### src/rtl/vec_gather_cmove.sv
module vec_gather_cmove #(
  parameter int NELEM = 64,
  parameter int DW    = 64,
  localparam int EW   = $clog2(NELEM),
  localparam int LW   = EW + 1
) (
  input  logic          clk,
  input  logic          rst_n,
  input  logic          start,
  input  logic          op_cmove,
  input  logic [LW-1:0] vlen,
  output logic [EW-1:0] idx_rd_elem,
  input  logic [DW-1:0] idx_rd_data,
  output logic [EW-1:0] src_rd_elem,
  input  logic [DW-1:0] src_rd_data,
  output logic          dst_wr_en,
  output logic [EW-1:0] dst_wr_elem,
  output logic [DW-1:0] dst_wr_data,
  output logic          busy,
  output logic          done,
  output logic [NELEM-1:0] mask_out,
  output logic          range_err
);

  logic          run, op_q, s1_v, s1_pass, s1_oor, s1_last;
  logic [LW-1:0] cnt, vl_q, vl_eff;
  logic [EW-1:0] s1_elem, s1_idx;
  logic          accept, last_issue;

  assign vl_eff     = (vlen > LW'(NELEM)) ? LW'(NELEM) : vlen;
  assign busy       = run | s1_v;
  assign accept     = start & ~busy;
  assign last_issue = (cnt == vl_q - LW'(1));

  assign idx_rd_elem = cnt[EW-1:0];
  assign src_rd_elem = op_q ? s1_elem : s1_idx;
  assign dst_wr_en   = s1_v & (~op_q | s1_pass);
  assign dst_wr_elem = s1_elem;
  assign dst_wr_data = src_rd_data;

  always_ff @(posedge clk) begin
    if (!rst_n) begin
      run  <= 1'b0;
      cnt  <= '0;
      vl_q <= '0;
      op_q <= 1'b0;
    end else if (accept) begin
      run  <= (vl_eff != '0);
      cnt  <= '0;
      vl_q <= vl_eff;
      op_q <= op_cmove;
    end else if (run) begin
      cnt <= cnt + LW'(1);
      if (last_issue) run <= 1'b0;
    end
  end

  always_ff @(posedge clk) begin
    if (!rst_n) begin
      s1_v    <= 1'b0;
      s1_elem <= '0;
      s1_idx  <= '0;
      s1_pass <= 1'b0;
      s1_oor  <= 1'b0;
      s1_last <= 1'b0;
    end else begin
      s1_v    <= run;
      s1_elem <= cnt[EW-1:0];
      s1_idx  <= idx_rd_data[EW-1:0];
      s1_pass <= $signed(idx_rd_data) > 0;
      s1_oor  <= |idx_rd_data[DW-1:EW];
      s1_last <= last_issue;
    end
  end

  always_ff @(posedge clk) begin
    if (!rst_n) begin
      mask_out  <= '0;
      range_err <= 1'b0;
      done      <= 1'b0;
    end else begin
      done <= (accept && vl_eff == '0) || (s1_v && s1_last);
      if (accept) begin
        mask_out  <= '0;
        range_err <= 1'b0;
      end else if (s1_v) begin
        if (op_q && s1_pass) mask_out[s1_elem] <= 1'b1;
        if (!op_q && s1_oor) range_err <= 1'b1;
      end
    end
  end

  p_wr_bound_r5: assert property (@(posedge clk) disable iff (!rst_n)
    dst_wr_en |-> ({1'b0, dst_wr_elem} < vl_q));

  p_wr_order_r5: assert property (@(posedge clk) disable iff (!rst_n)
    (dst_wr_en && $past(dst_wr_en)) |-> (dst_wr_elem == $past(dst_wr_elem) + EW'(1)));

  p_done_idle_r6: assert property (@(posedge clk) disable iff (!rst_n)
    done |-> !busy);

  p_done_pulse_r6: assert property (@(posedge clk) disable iff (!rst_n)
    done |=> !done || $past(start));

  p_busy_hold_r8: assert property (@(posedge clk) disable iff (!rst_n)
    (busy && start) |=> $stable(vl_q) && $stable(op_q));

  p_gather_nomask_r4: assert property (@(posedge clk) disable iff (!rst_n)
    (busy && !op_q) |-> (mask_out == '0));

  p_cmove_noerr_r2: assert property (@(posedge clk) disable iff (!rst_n)
    (busy && op_q) |-> !range_err);

endmodule

### config.mk
export PLATFORM = sky130hd
export DESIGN_NAME = vec_gather_cmove
export DESIGN_NICKNAME = d
export VERILOG_FILES = /design/src/rtl/vec_gather_cmove.sv
export SDC_FILE = /design/constraint.sdc
export NUM_CORES = 1
export LEC_CHECK = 0
export BUFFER_PORTS_ARGS = -buffer_cell sky130_fd_sc_hd__buf_4
export CORE_MARGIN = 5
export CORE_UTILIZATION = 37
export DETAILED_ROUTE_END_ITERATION = 12
export PLACE_DENSITY = 0.76
export SYNTH_ARGS = -nofsm -noshare
export SYNTH_HDL_FRONTEND = slang
export SYNTH_SLANG_ARGS = --single-unit
### constraint.sdc
create_clock -name clk -period 1.7 [get_ports clk]
set_input_delay 0.17 -clock clk [delete_from_list [all_inputs] [get_ports clk]]
set_output_delay 0.17 -clock clk [all_outputs]
set_load 0.01 [all_outputs]
* Yosys cells after proc, flatten, opt, wreduce, memory -nomap -nowiden
Cells that the tools add are included.
** Storage, ports and cells
- Bits of input ports :: 139
- Register bits :: 98
- Output and inout bits :: 150
** Cells by class
- Equal/unequal tests :: 1
- Mux-type cells :: 7
- Reductions and logical operators :: 13
- Magnitude comparators :: 4
- Bitwise operators :: 8
- Add/subtract/negate cells :: 2
** Operators with widths (number)
- $gt A64 B1 Y1 const B :: 1
- $or A64 B64 Y64 :: 1
- $reduce_or A58 Y1 :: 1
- $add A7 B1 Y7 const B :: 1
- $eq A7 B7 Y1 :: 1
- $gt A7 B7 Y1 const B :: 1
- $logic_not A7 Y1 :: 1
- $lt A6 B7 Y1 const B :: 1
- $mux W7 :: 1
- $reduce_bool A7 Y1 :: 1
- $sub A7 B1 Y7 const B :: 1
- $demux W1 S6 :: 1
- $ge A6 B1 Y1 const B :: 1
- $mux W6 :: 1
- $logic_and A1 B1 Y1 :: 5
- $mux W1 :: 4
- $reduce_and A2 Y1 :: 2
- $not A1 Y1 :: 3
- $and A1 B1 Y1 :: 2
- $or A1 B1 Y1 :: 2
- $reduce_or A2 Y1 :: 1
- $logic_not A1 Y1 :: 1
- $logic_or A1 B1 Y1 :: 1

* Depth between registers and ports, before layout
Gate-level depths: netlist (run 1).
- Depth after elaboration :: 5
- Depth in mapped cells :: 8

* Least setup slack after synthesis (run 1)
OpenSTA, ideal clock, no wires.
- Path type :: register -> register
- From :: register vl_q[0]
- To :: register run
- Clock period less this slack :: 1.771 ns
- Path slack :: -0.071 ns
- Arrival time :: 1.647 ns
- Required time :: 1.576 ns
- Library setup time :: 0.124 ns
- Stages on the path, launching flop included :: 9
- Cell sequence :: dfxtp_1 -> inv_1 -> ha_1 -> buf_6 -> o21bai_1 -> a211o_1 -> a31o_1 -> a211oi_2 -> o22ai_1
** On the way
- Cells in the longest elaborated chain, start to end :: 5
** RTL lines
- start, declared :: line 26 : logic [LW-1:0] cnt, vl_q, vl_eff;
- start signal, assigned :: line 50 : vl_q <= vl_eff;
- $sub A7 B1 Y7 :: line 33 : assign last_issue = (cnt == vl_q - LW'(1));
- $eq A7 B7 Y1 :: line 33
- $mux W1 :: line 54 : if (last_issue) run <= 1'b0;
- $mux W1 :: line 52 : end else if (run) begin
- $mux W1 :: line 47 : end else if (accept) begin
- end signal, assigned :: line 48 : run <= (vl_eff != '0);
- end, declared :: line 25 : logic run, op_q, s1_v, s1_pass, s1_oor, s1_last;
No other way between the ends.
A chain may end at the register's enable or synchronous reset.

* Worst setup path in the final report (run 1)
- From :: register vl_q[1]
- To :: register run
Same word-level chain as after synthesis.

==> impl_results.md, run 1 <==
- Status: finished, final reports clean
- # rows: 38
- WP data required: approximately 1.9 ns
- DRT Pass-1 Iters: 4
- Routed len/inst: 16.7 µm
- Root Driver: clkbuf_16
- Synth top area share: 47.1%
- Htree depth: 3
- Vias in the first global route: 3,622
- Crit start category: flop
- Leakage: 2.38 nW
- Via count: 3,587
- Critical Path AT: between 1.5 and 2 ns
- Met3 global-route usage: 6.21%
- Synth Instances: 471
- Fmax: approximately 620 MHz
- Share of layout cells above drive strength 1: 37.1%
- Total negative slack: 0 ns
- Async set-reset flop share out of synthesis: 0%
- Final layout net count: 713
- Post-DRT Antenna Nets: 0
- CTS tree: yes
- Pre-CTS WS: 0.0318 ns
- Die Width: approximately 120 µm
- Final Setup Violations: 0
- Switching Share: 22.7%
- HPWL after DPL: 9170 µm
- Ports: 289
- Slew margin rel.: 67.0%
- Grt peak-use layer: met2
- Clock sinks: 98
- Peak VDD IR: 0.703 mV
- Initial antenna violation count: 0
- Synthesized flop and latch total: 98
- Final global-route overflow total: 0
- Combinational share of power: 8.8%
- GRT Util Overall: 17.6%
- Max-slew violation count: 0
- Syn_nets: 612
- Largest area contributor in the netlist: dfxtp_1
- Hold Fails Final Rpt: 0
- Clock Power Share: 41.5%
- Final Power: between 4 and 5 mW
- First-pass GRT wire length: ~19,000 µm
- GRT met2 Usage: roughly 31%
- Drt via density: 5.00
- Post-synth EDFFs: 0
- Switching pwr: 1.08 mW
- Post-synthesis sequential area ratio: 47.1%
- Post-place instance area: 5090 µm²
- Synthesized cell area: around 4200 µm²
- CTS clk-pin slew, worst paths: 0.06 ns
- Starting Density: around two fifths
- Synth cell types: 50
- Reg power frac: 49.6%
- Slew @ Worst Pin: 0.493 ns
- CTS buffer count: 9
- Worst-Skew Late Latency: about 0.34 ns
- Yosys warns: 0
- Post-route minimum period: 1.60 ns
- Final Skew: 0.00988 ns
- Max Buffers Root-to-Sink: 2
- # DRC: 0
- # Max-Cap Violations: 0
- Met1 usage: between 20% and 30%
- Antenna Cells: 0
- CP Class: flop to flop
- Number of DRC markers in iteration 0: 215
- Die Span Y: 116 µm
- Final Cell Area: roughly 5400 µm²
- Area contributors post-synth: dfxtp_1 (47%), buf_4 (13%), nor2_1 (8.5%), a21oi_1 (7.6%), nor4_1 (2.6%)
- Int Pwr: roughly 3.7 mW
- Placer Congestion: 0.831
- Max Fanout on Critical Path: 7
- Setup Buffers After CTS: 0
- PortBufs: 160
- Largest net degree at the start of global routing: between 70 and 80
- Core outline area: 10,900 µm²
- PD cells: ~880 nW/µm²
- Routed WL: 11,900 µm
- Die ar.: 13,500 µm²
- Syn-to-layout area delta: 29.9%
- Syn avg cell area: 8.84 µm²
- Crit share post-route: 94.3%
- PnR worst setup slack: 0.0976 ns
- Hold Crit Class: input port to flop
- Count leader, synth: dfxtp_1
- Top_reg_cell synth: dfxtp_1
- Most instantiated cells after synthesis: dfxtp_1 (98), nor2_1 (94), buf_4 (70)
- Crit end category: flop
-- layout make-up --
type	count	area, µm²
Inverter	9	33.8
Clock buffer	12	267
Timing Repair Buffer	181	1370
Tap cell	140	175
Fill cell	1059	5530
Multi-Input combinational cell	273	1560
Clock inverter	4	31.3
Sequential cell	98	1960
-- flip-flops by register name, indices dropped and copies added, names as in the netlist --
name	flops
mask_out	64
range_err	1
run	1
s1_pass	1
vl_q	7
dst_wr_elem	6
s1_v	1
s1_oor	1
op_q	1
s1_idx	6
done	1
s1_last	1
cnt	7
-- power groups by stage --
stage / combinational [mW] / sequential, mW / clock (mW)
floorplan: 0.368 / 2.40 / 0
global placement: 0.406 / 2.42 / 0
detailed placement: 0.419 / 2.42 / 0
CTS: 0.422 / 2.36 / 2.03
global route: 0.463 / 2.37 / 2.13
finish: 0.421 / 2.37 / 1.98
-- cells in the final DEF (no fill, tap or decap), types with 6 or more instances in the layout --
cell type / Yosys / layout
nand2_1: 9 / 9
buf_4: 70 / 179
inv_2: 4 / 6
nor4_1: 17 / 17
dfxtp_1: 98 / 96
xor2_1: 8 / 8
and2_1: 13 / 13
nand4_1: 7 / 7
a21oi_1: 63 / 63
a22o_1: 6 / 6
clkbuf_16: 0 / 9
nor2_1: 94 / 94
-- metrics by stage --
| step | cells | hold slack [ns] | util [%] |
|---|---|---|---|
| after floorplan | 471 | 0.242 | - |
| after global placement | 701 | 0.340 | 46.5 |
| after detailed placement | 701 | 0.340 | 46.5 |
| after CTS | 718 | 0.0247 | 49.4 |
| after global routing | 717 | 0.0308 | 49.5 |
| final | 717 | 0.0421 | 49.5 |
-- logic make-up (layout without fill, tap and decap cells) --
logic type	Yosys count	after routing	share of synthesized area, %
AO/OA/AOI/OAI	86	86	12.1
XOR/XNOR	14	14	3.28
adder cells (fa/ha/maj)	2	2	0.601
buffers and inverters	100	206	15.9
flip-flops	98	98	47.1
multiplexers	8	8	2.10
AND/OR/NAND/NOR	163	163	18.9
-- path summary, 6_finish.rpt --
kind	startpoint	end	slack, ns	cells after the start
max reg2reg	vl_q[1]$_SDFFE_PN0P_	run$_SDFF_PN0_	0.1	7
max	vl_q[1]$_SDFFE_PN0P_	run$_SDFF_PN0_	0.1	7
min	idx_rd_data[2]	s1_idx[2]$_SDFF_PN0_	0.04	2
min reg2reg	mask_out[2]$_SDFFE_PP0P_	mask_out[2]$_SDFFE_PP0P_	0.47	2
-- what timing repair did --
item / 4_1_cts / 5_1_grt
hold endpoints to repair: 1 / 0
resized for setup: 0 / 6
hold buffers: 1 / 0
setup endpoints to repair: 0 / 6
-- per-layer routing --
| metal | up-vias | wire length, µm |
|---|---|---|
| li1 | 1724 | - |
| met1 | 1665 | 4630 |
| met2 | 159 | 6100 |
| met3 | 39 | 1020 |
| met4 | 0 | 197 |
| met5 | - | 0 |
-- worst max-delay path, stage by stage (launching register included) --
cell	delay, ns
dfxtp_2	0.33
inv_2	0.04
ha_4	0.17
o21bai_1	0.16
a211o_1	0.29
a31o_1	0.18
a211oi_2	0.19
o22ai_1	0.10
(Power assumes the default switching activity.)
==> run 2, diff against run 1 <==
Settings changed: CORE_ASPECT_RATIO from default to 1.5.
==> impl_results.md, run 2 (same netlist as run 1, synthesis figures left out) <==
- Status: finished, final reports clean
- Routed len/inst: 17.2 µm (+3.3%)
- Combinational share of power: 9.2% (+0.4 points)
- Number of flip-flops in the largest register: 64 (unchanged)
- Drt via density: 4.95 (-1.0%)
- Routed WL: 12,400 µm (+3.9%)
- Crit share post-route: 96.6% (+2.3 points)
- Leakage: 2.35 nW (-1.1%)
- Setup Buffers After CTS: 0 (unchanged)
- Most frequent cells in the layout: buf_4 (175), dfxtp_1 (96), nor2_1 (94), a21oi_1 (63), nor4_1 (16)
- Final global-route overflow total: 0 (unchanged)
- PortBufs: 160 (unchanged)
- # rows: 47 (+24%)
- Antenna Cells: 0 (unchanged)
- Syn-to-layout area delta: 30.2%
- Htree depth: 3 (unchanged)
- Switching pwr: 1.07 mW (-1.3%)
- # DRC: 0 (unchanged)
- Hold Crit Class: input port to flop
- Crit start category: flop
- GRT Util Overall: 17.3% (-0.29 points)
- Share of layout cells above drive strength 1: 36.9% (-0.15 points)
- Root Driver: clkbuf_16
- Peak VDD IR: 0.439 mV (-38%)
- Number of DRC markers in iteration 0: 151 (-30%)
- Largest regs: mask_out: 64 flops, cnt: 7 flops, vl_q: 7 flops
- Commonest non-fill, non-tap cell in the layout: buf_4
- Critical path's top delay family: compound AO/OA/AOI/OAI gates
- Final Setup Violations: 0 (unchanged)
- Crit-path max cell delay: 0.34 ns (about the same)
- CTS buffer count: 9 (unchanged)
- Max-slew violation count: 0 (unchanged)
- Clock Power Share: 41.8% (+0.3 points)
- HPWL after DPL: 9650 µm (+5.2%)
- Die ar.: 13,500 µm² (+0.33%)
- Worst Path Buf+Inv: 2 (+1)
- Total negative slack: 0 ns (unchanged)
- GRT met2 Usage: 31.3% (+0.23 points)
- Worst Hold Margin: 0.0474 ns (+0.00530 ns)
- Slew @ Worst Pin: 0.790 ns (+0.297 ns)
- Starting Density: 37.7% (-0.41 points)
- CP Class: flop to flop
- Final layout net count: 710 (-0.42%)
- Reg power frac: 48.9% (-0.7 points)
- Die Span Y: 140 µm (+21%)
- Fmax: 609 MHz (-2.4%)
- Post-DRT Antenna Nets: 0 (unchanged)
- Slew margin rel.: 46.9% (-20 points)
- Core outline area: 11,100 µm² (+1.1%)
- RSZ-0062 raised after global routing: yes
- Post-route minimum period: 1.64 ns (+0.0398 ns)
- Met3 global-route usage: 4.53% (-1.7 points)
- Max Fanout on Critical Path: 5 (-2)
- WP data required: 1.92 ns (about the same)
- Int Pwr: 3.76 mW (+2.1%)
- Switching Share: 22.1% (-0.58 points)
- Worst-Skew Late Latency: 0.34 ns (about the same)
- Ports: 289 (unchanged)
- CP max-delay cell: dfxtp_2
- CTS tree: yes
- Final Skew: 0.00674 ns (-0.00314 ns)
- Cell chain of the critical path: inv_2 -> ha_4 -> buf_6 -> xnor2_1 -> a221oi_2 -> a41oi_2 -> a211oi_2 -> o22ai_1
- Die Width: 96.6 µm (-17%)
- Largest net degree at the start of global routing: 73 (unchanged)
- Grt peak-use layer: met2
- Hold Fails Final Rpt: 0 (unchanged)
- First-pass GRT wire length: 18,700 µm (+0.74%)
- CTS clk-pin slew, worst paths: 0.07 ns (about the same)
- PD cells: 890 nW/µm² (+1.1%)
- Biggest register: mask_out
- Via count: 3,571 (-0.45%)
- Clock sinks: 98 (unchanged)
- Crit end category: flop
- Max Buffers Root-to-Sink: 2 (unchanged)
- Vias in the first global route: 3,579 (-1.2%)
- Met1 usage: 17.2% (-2.9 points)
- Critical Path AT: 1.86 ns (+0.04 ns)
- Initial antenna violation count: 0 (unchanged)
- Placer Congestion: 0.901 (+8.4%)
- # Max-Cap Violations: 0 (unchanged)
- DRT Pass-1 Iters: 6 (+2)
run 2: path summary, 6_finish.rpt:
check,startpoint,end,slack [ns],cells past startpoint
setup / recovery,vl_q[1]$_SDFFE_PN0P_,run$_SDFF_PN0_,0.06,8
hold / removal,idx_rd_data[4],s1_idx[4]$_SDFF_PN0_,0.05,2
setup reg to reg,vl_q[1]$_SDFFE_PN0P_,run$_SDFF_PN0_,0.06,8
hold reg to reg,mask_out[54]$_SDFFE_PP0P_,mask_out[54]$_SDFFE_PP0P_,0.47,2
run 2: routing by layer:
metal | routed length (µm) | part of all wire, %
met5 | 0 | 0
met3 | 877 | 7.1
met4 | 667 | 5.4
met1 | 4480 | 36
met2 | 6390 | 51
run 2: worst register-to-register path, stage by stage, from the launching register on:
cell and delay, ns:
dfxtp_2 0.34, inv_2 0.05, ha_4 0.17, buf_6 0.12, xnor2_1 0.13, a221oi_2 0.28
a41oi_2 0.08, a211oi_2 0.25, o22ai_1 0.11
run 2: cell type report:
class                      count  area [µm²]
clock buffer                  11         243
multi-input combinational    273        1580
timing repair buffer         178        1360
inverter                       9        33.8
fill                        1078        5630
clock inverter                 5        62.6
tap                          147         184
sequential                    98        1960
run 2: per-stage QoR:
step	worst slack [ns]	util, %	total power [mW]	cells	instance area, µm²
6_report	0.0578	49.0	4.83	721	5420
5_1_grt	-0.0251	49.0	5.00	721	5420
4_1_cts	0.00272	48.7	4.85	721	5380
3_5_place_dp	0.0119	45.8	2.84	704	5070
3_3_place_gp	0.0925	45.8	2.83	704	5070
2_1_floorplan	0.0174	-	2.77	471	4160
run 2: timing repair:
action                                 CTS  global route
hold buffers                             1             0
setup endpoints to repair                0             3
endpoints found under the hold margin    1             0
gates resized for setup                  0             9
run 2: power by group through the flow:
| stage | combinational (mW) | clock, mW | sequential [mW] |
|---|---|---|---|
| after floorplan | 0.368 | 0 | 2.40 |
| final | 0.445 | 2.02 | 2.36 |
| after detailed placement | 0.430 | 0 | 2.41 |
| after CTS | 0.434 | 2.06 | 2.36 |
| after global placement | 0.417 | 0 | 2.41 |
| after global routing | 0.483 | 2.15 | 2.36 |
==> run 3, diff against run 2 <==
Settings changed: ABC_AREA from default to 0, BUFFER_PORTS_ARGS -buffer_cell sky130_fd_sc_hd__buf_4 to default, CORE_AREA from default to 5 5 108 110, CORE_ASPECT_RATIO 1.5 to default, CORE_MARGIN 5 to default, CORE_UTILIZATION 37 to default, DIE_AREA from default to 0 0 113 115, DONT_BUFFER_PORTS from default to 1, PLACE_DENSITY 0.76 to default.
Clock period 1.7 ns to 1.84 ns, I/O delays scaled along.
==> impl_results.md, run 3 (same netlist as run 1, synthesis figures left out) <==
- Pre-CTS WS: 0.0416 ns (+0.0297 ns)
- DP Cell Count: 543 (-23%)
- Routed len/inst: 19.4 µm (+12%)
- Post-place instance area: 3900 µm² (-23%)
- Worst Hold Margin: 0.0224 ns (-0.0250 ns)
- HP Start: vlen[0]
- Layout Cells excl Fill: 576 (-20%)
- Slew margin rel.: 40.8% (-6.2 points)
- Worst-Skew Late Latency: 0.37 ns (+0.03 ns)
- Final Setup Violations: 0 (unchanged)
- Max Buffers Root-to-Sink: 2 (unchanged)
- GRT Util Overall: 16.3% (-0.95 points)
- Crit share post-route: 97.4% (+0.82 points)
- Hold Path Sink: done$_SDFF_PN0_
- DRT Pass-1 Iters: 4 (-2)
- Clock sinks: 98 (unchanged)
- Vias in the first global route: 2,958 (-17%)
- PnR worst setup slack: 0.0475 ns (-0.0103 ns)
- Hold-critical path depth: 3 (+1)
- Final Skew: 0.0177 ns (+0.0109 ns)
- Drt via density: 5.29 (+6.7%)
- Die Span Y: 115 µm (-18%)
- Share of layout cells above drive strength 1: 12.8% (-24 points)
- Crit start category: flop
- Most frequent cells in the layout: dfxtp_1 (97), nor2_1 (94), a21oi_1 (63), buf_4 (22), nor4_1 (17)
- Worst reg2reg path startpoint: vl_q[1]$_SDFFE_PN0P_
- Hold Crit Class: input port to flop
- CTS clk-pin slew, worst paths: 0.10 ns (+0.03 ns)
- Number of flip-flops in the largest register: 64 (unchanged)
- Antenna Cells: 0 (unchanged)
- Flop2flop setup slack: 0.05 ns (about the same)
- Status: finished, final reports clean
- Post-layout util: 40.4% (-8.6 points)
- Crit end category: flop
- First-pass GRT wire length: 16,700 µm (-11%)
- Via count: 3,045 (-15%)
- Peak VDD IR: 0.324 mV (-26%)
- CTS tree: yes
- Post-route minimum period: 1.79 ns (+0.150 ns)
- Htree depth: 3 (unchanged)
- Final layout net count: 572 (-19%)
- Critical Path AT: 2.04 ns (+0.18 ns)
- Post-DRT Antenna Nets: 0 (unchanged)
- # Max-Cap Violations: 0 (unchanged)
- Starting Density: 39.3% (+1.6 points)
- CP Class: flop to flop
- Die Width: 113 µm (+17%)
- Fmax: 558 MHz (-8.4%)
- Biggest register: mask_out
- PortBufs: 0 (-100%)
- Number of DRC markers in iteration 0: 237 (+57%)
- Max-slew violation count: 0 (unchanged)
- PD cells: 877 nW/µm² (-1.5%)
- Critical R2R Capture: run$_SDFF_PN0_
- WP data required: 2.09 ns (+0.17 ns)
- CTS buffer count: 9 (unchanged)
- Die ar.: 13,000 µm² (-3.9%)
- Root Driver: clkbuf_8
- Initial antenna violation count: 0 (unchanged)
- Slew @ Worst Pin: 0.887 ns (+0.0966 ns)
- Cell chain of the critical path: inv_2 -> ha_4 -> buf_4 -> o21ba_1 -> a221oi_2 -> a41oi_2 -> a211oi_2 -> o22ai_1
- Final Cell Area: 4290 µm² (-21%)
- Commonest non-fill, non-tap cell in the layout: dfxtp_1
- Ports: 289 (unchanged)
- Largest regs: mask_out: 64 flops, cnt: 7 flops, vl_q: 7 flops
- Syn-to-layout area delta: 2.98%
- HPWL after DPL: 8260 µm (-14%)
- Largest net degree at the start of global routing: 73 (unchanged)
- Reg area: 1960 µm² (about the same)
- Max Fanout on Critical Path: 5 (unchanged)
- Final Power: 3.76 mW (-22%)
- Depth of the most critical reg-to-reg path: 8 (unchanged)
- Core outline area: 10,600 µm² (-4.1%)
- Final global-route overflow total: 0 (unchanged)
- Routed WL: 11,100 µm (-10%)
- CP max-delay cell: dfxtp_2
- # rows: 38 (-19%)
- Multi-input logic area: 1570 µm² (-0.40%)
- # DRC: 0 (unchanged)
- Leakage: 1.59 nW (-32%)
- Total negative slack: 0 ns (unchanged)
- Hold Fails Final Rpt: 0 (unchanged)
- # fillers: 1,049 (-2.7%)
- Placer Congestion: 0.852 (-5.5%)
- Crit-path max cell delay: 0.38 ns (+0.04 ns)
[run 3: cell types whose count changed in the layout (fill, tap and decap cells not counted), moves of 2 or more]
cell,delta
buf_4,-153
clkbuf_16,-9
clkbuf_8,+8
clkinv_4,+2
clkinvlp_4,-2
dlygate4sd3_1,+15
[run 3: timing repair]
action	CTS	global route
setup buffers	0	0
setup endpoints to repair	0	3
hold buffers	17	0
gates resized for setup	0	7
hold endpoints to repair	26	0
[run 3: per-layer routing]
layer | global-route usage, % | vias to the layer above | share of wire, %
met5 | 0 | - | 0
met4 | 4.97 | 0 | 1.1
met3 | 8.53 | 23 | 13
met2 | 27.9 | 152 | 48
met1 | 17.7 | 1429 | 38
li1 | - | 1441 | -
[run 3: worst max-delay path by stage]
stage | to | slack [ns] | cells past startpoint | from
after floorplan | run$_SDFF_PN0_ | 0.07 | 8 | vl_q[0]$_SDFFE_PN0P_
after global placement | run$_SDFF_PN0_ | 0.14 | 8 | vl_q[1]$_SDFFE_PN0P_
after detailed placement | run$_SDFF_PN0_ | 0.04 | 8 | vl_q[1]$_SDFFE_PN0P_
after CTS | s1_last$_SDFF_PN0_ | 0.03 | 8 | vl_q[1]$_SDFFE_PN0P_
after global routing | run$_SDFF_PN0_ | -0.04 | 5 | cnt[2]$_SDFFE_PP0P_
final | run$_SDFF_PN0_ | 0.05 | 8 | vl_q[1]$_SDFFE_PN0P_
[run 3: area by class of cell]
class                      count  area share [%]
clock inverter                 7            1.40
clock buffer                   9            2.89
tap                          140            4.09
sequential                    98            45.8
multi-input combinational    273            36.7
inverter                       9           0.788
timing repair buffer          40            8.35
[run 3: critical path, delay by kind of cell, from the launching register on]
| family | cells | cell delay, ns |
|---|---|---|
| compound gates | 5 | 0.95 |
| fa+ha+maj | 1 | 0.15 |
| buf+inv | 2 | 0.20 |
| flops | 1 | 0.38 |
[run 3: power by group]
group | total, mW | internal, mW | switching, mW
combinational | 0.279 | 0.125 | 0.154
sequential | 2.18 | 2.15 | 0.0291
clock | 1.30 | 0.516 | 0.785
